$ cat src/rtl/modem_ctl_pkg.sv
package modem_ctl_pkg;

    // Per-line modem condition: {carrier, ring}
    typedef enum logic [1:0] {
        LN_IDLE = 2'b00,
        LN_RING = 2'b01,
        LN_CARR = 2'b10,
        LN_BOTH = 2'b11
    } line_state_t;

    function automatic line_state_t pack_state(input logic ring, input logic carr);
        line_state_t s;
        unique case ({carr, ring})
            2'b00:   s = LN_IDLE;
            2'b01:   s = LN_RING;
            2'b10:   s = LN_CARR;
            default: s = LN_BOTH;
        endcase
        return s;
    endfunction

endpackage

$ cat src/rtl/modem_tcr_reg.sv
module modem_tcr_reg #(
    parameter int NLINES = 8
) (
    input  logic                clk,
    input  logic                rst_n,
    input  logic                csr_clr,
    input  logic                tcr_we,
    input  logic [1:0]          tcr_be,
    input  logic [2*NLINES-1:0] tcr_wdata,
    output logic [2*NLINES-1:0] tcr_q,
    output logic [NLINES-1:0]   dtr_next,
    output logic                wr_accept
);
    localparam int W = 2 * NLINES;

    logic [W-1:0] tcr_d;

    assign wr_accept = tcr_we && !csr_clr;

    always_comb begin
        tcr_d = tcr_q;
        if (csr_clr) begin
            tcr_d[NLINES-1:0] = '0;
        end else if (tcr_we) begin
            if (tcr_be[0]) tcr_d[NLINES-1:0] = tcr_wdata[NLINES-1:0];
            if (tcr_be[1]) tcr_d[W-1:NLINES] = tcr_wdata[W-1:NLINES];
        end
    end

    assign dtr_next = tcr_d[W-1:NLINES];

    always_ff @(posedge clk) begin
        if (!rst_n) tcr_q <= '0;
        else        tcr_q <= tcr_d;
    end
endmodule

$ cat src/rtl/modem_line_fsm.sv
module modem_line_fsm
    import modem_ctl_pkg::*;
(
    input  logic clk,
    input  logic rst_n,
    input  logic mctl_en,
    input  logic auto_en,
    input  logic wr_accept,
    input  logic dtr_old,
    input  logic dtr_new,
    input  logic conn_req,
    input  logic linked,
    output logic ring,
    output logic carr,
    output logic hangup
);
    line_state_t state_q, state_d;
    logic        hang_d;

    // Output decode
    always_comb begin
        unique case (state_q)
            LN_IDLE: begin ring = 1'b0; carr = 1'b0; end
            LN_RING: begin ring = 1'b1; carr = 1'b0; end
            LN_CARR: begin ring = 1'b0; carr = 1'b1; end
            default: begin ring = 1'b1; carr = 1'b1; end
        endcase
    end

    // Next state: write rules, then connect, then disconnect
    always_comb begin
        logic r, c;
        r      = ring;
        c      = carr;
        hang_d = 1'b0;
        if (mctl_en) begin
            if (wr_accept) begin
                if (dtr_new && r) c = 1'b1;       // answer
                if (dtr_new)      r = 1'b0;
                if (auto_en && dtr_old && !dtr_new && linked) begin
                    hang_d = 1'b1;                // hang-up
                    c      = 1'b0;
                end
            end
            if (conn_req) begin
                if (dtr_new) c = 1'b1;            // carrier-on-connect
                else         r = 1'b1;            // ring-on-connect
            end
            if (!linked) c = 1'b0;                // drop
        end
        state_d = pack_state(r, c);
    end

    always_ff @(posedge clk) begin
        if (!rst_n) begin
            state_q <= LN_IDLE;
            hangup  <= 1'b0;
        end else begin
            state_q <= state_d;
            hangup  <= hang_d;
        end
    end
endmodule

$ cat src/rtl/modem_ctl.sv
module modem_ctl #(
    parameter int NLINES = 8
) (
    input  logic                clk,
    input  logic                rst_n,
    input  logic                mctl_en,
    input  logic                auto_en,
    input  logic                csr_clr,
    input  logic                tcr_we,
    input  logic [1:0]          tcr_be,
    input  logic [2*NLINES-1:0] tcr_wdata,
    input  logic [NLINES-1:0]   conn_req,
    input  logic [NLINES-1:0]   connected,
    output logic [2*NLINES-1:0] tcr_q,
    output logic [2*NLINES-1:0] msr_q,
    output logic [NLINES-1:0]   hangup
);
    localparam int W = 2 * NLINES;

    logic [NLINES-1:0] dtr_next;
    logic              wr_accept;
    logic [NLINES-1:0] ring_v, carr_v;

    modem_tcr_reg #(.NLINES(NLINES)) u_tcr (
        .clk       (clk),
        .rst_n     (rst_n),
        .csr_clr   (csr_clr),
        .tcr_we    (tcr_we),
        .tcr_be    (tcr_be),
        .tcr_wdata (tcr_wdata),
        .tcr_q     (tcr_q),
        .dtr_next  (dtr_next),
        .wr_accept (wr_accept)
    );

    for (genvar i = 0; i < NLINES; i++) begin : g_line
        modem_line_fsm u_line (
            .clk       (clk),
            .rst_n     (rst_n),
            .mctl_en   (mctl_en),
            .auto_en   (auto_en),
            .wr_accept (wr_accept),
            .dtr_old   (tcr_q[NLINES+i]),
            .dtr_new   (dtr_next[i]),
            .conn_req  (conn_req[i]),
            .linked    (connected[i]),
            .ring      (ring_v[i]),
            .carr      (carr_v[i]),
            .hangup    (hangup[i])
        );
    end

    assign msr_q = {carr_v, ring_v};
endmodule

$ cat config.mk
export PLATFORM = sky130hd
export DESIGN_NAME = modem_ctl
export DESIGN_NICKNAME = d
export VERILOG_FILES = /design/src/rtl/modem_ctl_pkg.sv /design/src/rtl/modem_tcr_reg.sv /design/src/rtl/modem_line_fsm.sv /design/src/rtl/modem_ctl.sv
export SDC_FILE = /design/constraint.sdc
export NUM_CORES = 1
export LEC_CHECK = 0
export BUFFER_PORTS_ARGS = -buffer_cell sky130_fd_sc_hd__buf_2
export CAP_MARGIN = 20
export CORE_MARGIN = 4
export CORE_UTILIZATION = 26
export CTS_BUF_LIST = sky130_fd_sc_hd__clkbuf_4 sky130_fd_sc_hd__clkbuf_8 sky130_fd_sc_hd__clkbuf_16
export CTS_CLUSTER_SIZE = 28
export DETAILED_ROUTE_END_ITERATION = 8
export SLEW_MARGIN = 10
export SYNTH_ARGS = -nofsm -noshare
export SYNTH_HDL_FRONTEND = slang
export SYNTH_HIERARCHICAL = 1
export SYNTH_SLANG_ARGS = --single-unit
$ cat constraint.sdc
create_clock -name clk -period 4.38 [get_ports clk]
set_input_delay 0.876 -clock clk [delete_from_list [all_inputs] [get_ports clk]]
set_output_delay 0.876 -clock clk [all_outputs]
set_load 0.02 [all_outputs]
-- Yosys cells after proc, flatten, opt, wreduce, memory -nomap -nowiden
Cells that the tools add are included.
- register bits: 40
- output and inout port bits: 40
- logic and storage cells: 260
- equal/unequal tests: 32
- multiplexer cells: 132
- bitwise gates (word level): 1
- reductions and logical operators: 77
- operators with widths (kind ; count):
    $mux W1 ; 120
    $pmux W2 S3 ; 8
    $reduce_or A2 Y1 ; 17
    $logic_and A1 B1 Y1 ; 33
    $eq A2 B1 Y1 const B ; 16
    $eq A2 B2 Y1 const B ; 16
    $logic_not A2 Y1 ; 16
    $mux W8 ; 3
    $mux W16 ; 1
    $logic_not A1 Y1 ; 9
    $reduce_and A3 Y1 ; 1
    $reduce_and A2 Y1 ; 1
    $not A1 Y1 ; 1

-- Logic depth before layout (Yosys ltp)
- word-level depth: 14
- gate-level depth with buffers: 6

-- Modules after synthesis
Netlist, hierarchy kept.
- by module, submodules not included (module ; instances ; cells an instance ; area each (um2)):
    modem_line_fsm (g_line[0].u_line ...) ; 7 ; 17 ; 141.4
    modem_tcr_reg ; 1 ; 83 ; 798.3
    modem_line_fsm (g_line[7].u_line) ; 1 ; 17 ; 147.6

-- Worst setup path before layout
OpenSTA, ideal clock, no wires.
- path kind: input-to-reg
- from: in tcr_we
- to: reg g_line[7].u_line.state_q[0]
- library setup time: 0.115 ns
- data arrival time: 2.506 ns
- data required time: 4.265 ns
- setup slack: 1.759 ns
- cell stages on the path: 6
- cell sequence: buf_6 > clkbuf_1 > nor2b_1 > nand2_1 > o2bb2ai_1 > and2_1
- elaborated cells between the ends (all ways): 23
- classes of those cells: eq/ne: 2; mux: 15; reduce/logical: 6
- RTL lines (item ; RTL line ; source):
    start, declared ; modem_ctl.sv:9 ; input logic tcr_we,
    $logic_and A1 B1 Y1 (*) ; modem_tcr_reg.sv:18 ; assign wr_accept = tcr_we && !csr_clr;
    via wr_accept ; modem_ctl.sv:21 ; logic wr_accept;
    $mux W1 ; modem_line_fsm.sv:37 ; if (wr_accept) begin
    $mux W1 ; modem_line_fsm.sv:46 ; if (dtr_new) c = 1'b1;
    $mux W1 ; modem_line_fsm.sv:45 ; if (conn_req) begin
    $mux W1 ; modem_line_fsm.sv:49 ; if (!linked) c = 1'b0;
    $mux W1 ; modem_line_fsm.sv:36 ; if (mctl_en) begin
    $eq A2 B2 Y1 (tied with other cells) ; modem_ctl_pkg.sv:13 ; unique case ({carr, ring})
    $pmux W2 S3 (*) ; modem_ctl_pkg.sv:13 ;
    end signal, assigned ; modem_line_fsm.sv:59 ; state_q <= state_d;
    end, declared ; modem_line_fsm.sv:17 ; line_state_t state_q, state_d;
Mark *: on every way through the listed nets, which the timed path passes. The rest lies on a longest branch.
A chain may end at the register's enable or synchronous reset.

-- Worst setup path in the final report
- from: in tcr_we
- to: reg g_line[7].u_line.hangup
- elaborated cells between the ends (all ways): 8
- classes of those cells: mux: 3; reduce/logical: 5
- RTL lines (item ; RTL line ; source):
    $logic_and A1 B1 Y1 ; modem_tcr_reg.sv:18 ;
    via wr_accept ; modem_ctl.sv:21 ;
    $reduce_and A3 Y1 (no source line) ; - ;
    end signal, assigned ; modem_line_fsm.sv:60 ; hangup <= hang_d;
    end, declared ; modem_line_fsm.sv:15 ; output logic hangup
The timed path passes the listed nets, and every way through them passes these cells.

==> flow_metrics.py <==
metrics = {
    "power_and_ir_drop": {
        "p_sw_frac": 0.2628,
        "power.density_nw_per_um2": 333.4,
        "seq_power_share": 0.474,
        "leakage_nw": 1.191,
        "p_comb_frac": 0.152,
        "ir_drop_mv": 0.1311,
        "pwr-share-clk": 0.374,
        "switchingPower_w": 0.0002156,
        "p_int_w": 0.0006050,
    },
    "clock_network": {
        "cts_resized": 0,
        "clock_latency_ns": 0.29,
        "clk_pin_slew_worst_paths_ns": 0.08,
        "numCtsBuffers": 5,
        "postCtsSetupBuffers": 0,
        "clock_path_buffers": 2,
        "clockRootBuffer": "clkbuf_8",
        "clkSinkCount": 40,
        "cts_tree": "built",
        "cts_hold_repair.buffers": 0,
        "htree_levels": 2,
    },
    "worst_setup_path": {
        "crit_type": "in -> reg",
        "worst_ep_arrival_time_ns": 2.50,
        "path_max_fanout": 18,
        "r2r_slack_ns": 3.19,
        "rr_startpoint": "u_tcr/tcr_q[15]",
        "endpoint_kind": "register",
        "r2r_cells": 4,
        "required_ns": 4.61,
        "cp-start-kind": "input pin",
        "r2r-end": "g_line[7].u_line/hangup",
    },
    "grt": {
        "antenna_found_initial": 0,
        "grt_pass1_vias": 1615,
        "grt_pass1_wl_mm": 7.672,
        "grt_usage": 0.1087,
        "grt_max_degree": 42,
        "overflow": 0,
    },
    "sta": {
        "setup_viol": 0,
        "tns_ns": 0,
        "worstMarginPinSlew_ns": 0.9205,
        "layout_min_cycle_time_ns": 2.272,
        "max_slew_margin": 0.3836,
        "hold_ws_ns": 0.4956,
        "timing.final.max_slew_violations": 0,
        "rsz0062_at_grt": "false",
        "post-route-period-util": 0.5188,
        "final_hold_viol_count": 0,
        "fin_skew_ns": 0.003660,
        "fmax_mhz": 440.1,
    },
    "synthesis": {
        "synth_area_per_cell_um2": 8.838,
        "syn-num-nets": 259,
        "synth_ff_type": "dfxtp_1",
        "yosysUniqueCellTypes": 28,
        "syn_area_um2": 1936,
        "async_reset_ff_frac": 0,
        "synth_top_area_share": 0.4137,
        "synth_cells": 219,
        "synth.largest_area_cell": "dfxtp_1",
        "synth-seq-area-share": 0.4137,
        "synth_area_leaders": "dfxtp_1 (41%), nand2_1 (4.8%), a21oi_1 (4.4%)",
        "synth_edf_count": 0,
        "ys_seq_elements": 40,
        "yosys_warnings": 6,
    },
    "place": {
        "port_buffers": 79,
        "gp_congestion": 0.7241,
        "hpwl_mm": 3.450,
    },
    "hold_path": {
        "hp-class": "reg -> reg",
        "hold_path_end": "u_tcr/tcr_q[8]",
        "whs_path_depth": 2,
        "hp-start": "u_tcr/tcr_q[8]",
    },
    "die": {
        "num_io_pins": 80,
        "core_um2": 7253,
        "initial_utilization": 0.2669,
        "die-area_um2": 8889,
        "die_height_um": 94.28,
        "rows": 31,
        "chipWidth_um": 94.28,
    },
    "finish": {
        "fillers": 783,
        "nNetsFinal": 321,
        "insertedDiodeCount": 0,
        "area_delta_synth_final_pct": 27.15,
        "post_route_cells_drive_above_1_share": 0.4255,
    },
    "routing": {
        "wl_per_cell_um": 12.67,
        "drt-initial-drc-count": 56,
        "drt-vias-per-instance": 4.651,
        "num_vias": 1772,
        "drtAntennaViolNets": 0,
        "first_pass_iters": 4,
        "wirelength_mm": 4.827,
        "drc_errors": 0,
    },
    "outcome": {
        "status": "finished clean",
    },
    "job": {
        "cap_violations": 0,
    },
}
[cell families (layout without fill, tap and decap cells)]
group           after synthesis  in the layout  share of synthesized area
flops                        40             40                     0.4137
mux                          17             17                    0.09761
simple gates                 76             76                     0.2237
buf+inv                      31             94                    0.06917
compound gates               55             55                     0.1959
[worst max-delay path, cell delays in order]
cell	delay, ns
buf_2	0.28
nor2b_2	0.82
nand2_1	0.16
nor2_1	0.21
and2_1	0.15
[cell usage in the layout (no fill, tap or decap), types with 8 or more instances in the layout]
master,count
o2bb2ai_1,8
nand3_1,9
and2_1,9
buf_2,79
a21oi_1,17
dfxtp_1,40
nand2_1,25
a21bo_2,8
mux2i_1,8
[cells in the mapped netlist, types with 2 or more instances]
cell type and number:
o21ai_0 7, and3_1 7, nand3_1 9, a31oi_1 7, a21o_1 7, mux2_4 2
buf_2 2, o2bb2ai_1 8, buf_6 2, clkbuf_1 20, a21oi_1 17, inv_1 7
nand2_1 25, dfxtp_1 40, a21bo_2 8, nor3_1 7, and2_1 9, nand2_2 7
nor3_2 7, mux2_2 6, mux2i_1 8
[flip-flops by register name, indices dropped and copies added (netlist names)]
signal                 cells
u_tcr/tcr_q               16
g_line.u_line/hangup       8
g_line.u_line/state_q     16
[worst max path at each step]
stage                      start  cells past startpoint                          end  slack, ns
after floorplan           tcr_we                      6  g_line[7].u_line/state_q[0]       1.76
after global placement    tcr_we                      5      g_line[0].u_line/hangup       1.83
after detailed placement  tcr_we                      5      g_line[7].u_line/hangup       1.78
after CTS                 tcr_we                      5      g_line[7].u_line/hangup       2.09
after global routing      tcr_we                      5      g_line[7].u_line/hangup       1.95
final                     tcr_we                      5      g_line[7].u_line/hangup       2.11
[cell type report]
cell class | instances | area [um2] | area share
Tap cell | 99 | 123.9 | 0.05033
Clock buffer | 6 | 76.32 | 0.03101
Multi-Input combinational cell | 148 | 1003 | 0.4077
Sequential cell | 40 | 800.8 | 0.3254
Inverter | 7 | 26.28 | 0.01068
Timing Repair Buffer | 79 | 395.4 | 0.1607
Clock inverter | 2 | 35.03 | 0.01423
[power by group through the flow]
stage	Combinational [W]	Sequential, W	Clock (W)
floorplan	0.0000768	0.000400	0
global placement	0.000125	0.000397	0
detailed placement	0.000126	0.000397	0
CTS	0.000126	0.000389	0.000320
global route	0.000139	0.000392	0.000332
finish	0.000125	0.000389	0.000307
[per-layer routing]
metal	global-route usage	share of wire	wire length, um
met2	0.1814	0.48	2312
met1	0.1333	0.44	2146
met5	0	0	0
met3	0.03365	0.068	329
met4	0.03249	0.0079	38
[per-stage QoR]
stage	std cells	cell area, um2	worst slack [ns]	utilization	total power [W]
after floorplan	219	1936	1.759	-	0.0004770
after global placement	373	2350	1.835	0.3240	0.0005218
after detailed placement	373	2350	1.781	0.3240	0.0005234
after CTS	381	2461	2.091	0.3393	0.0008359
after global routing	381	2461	1.954	0.3393	0.0008623
final	381	2461	2.108	0.3393	0.0008206
(Power assumes the default switching activity.)
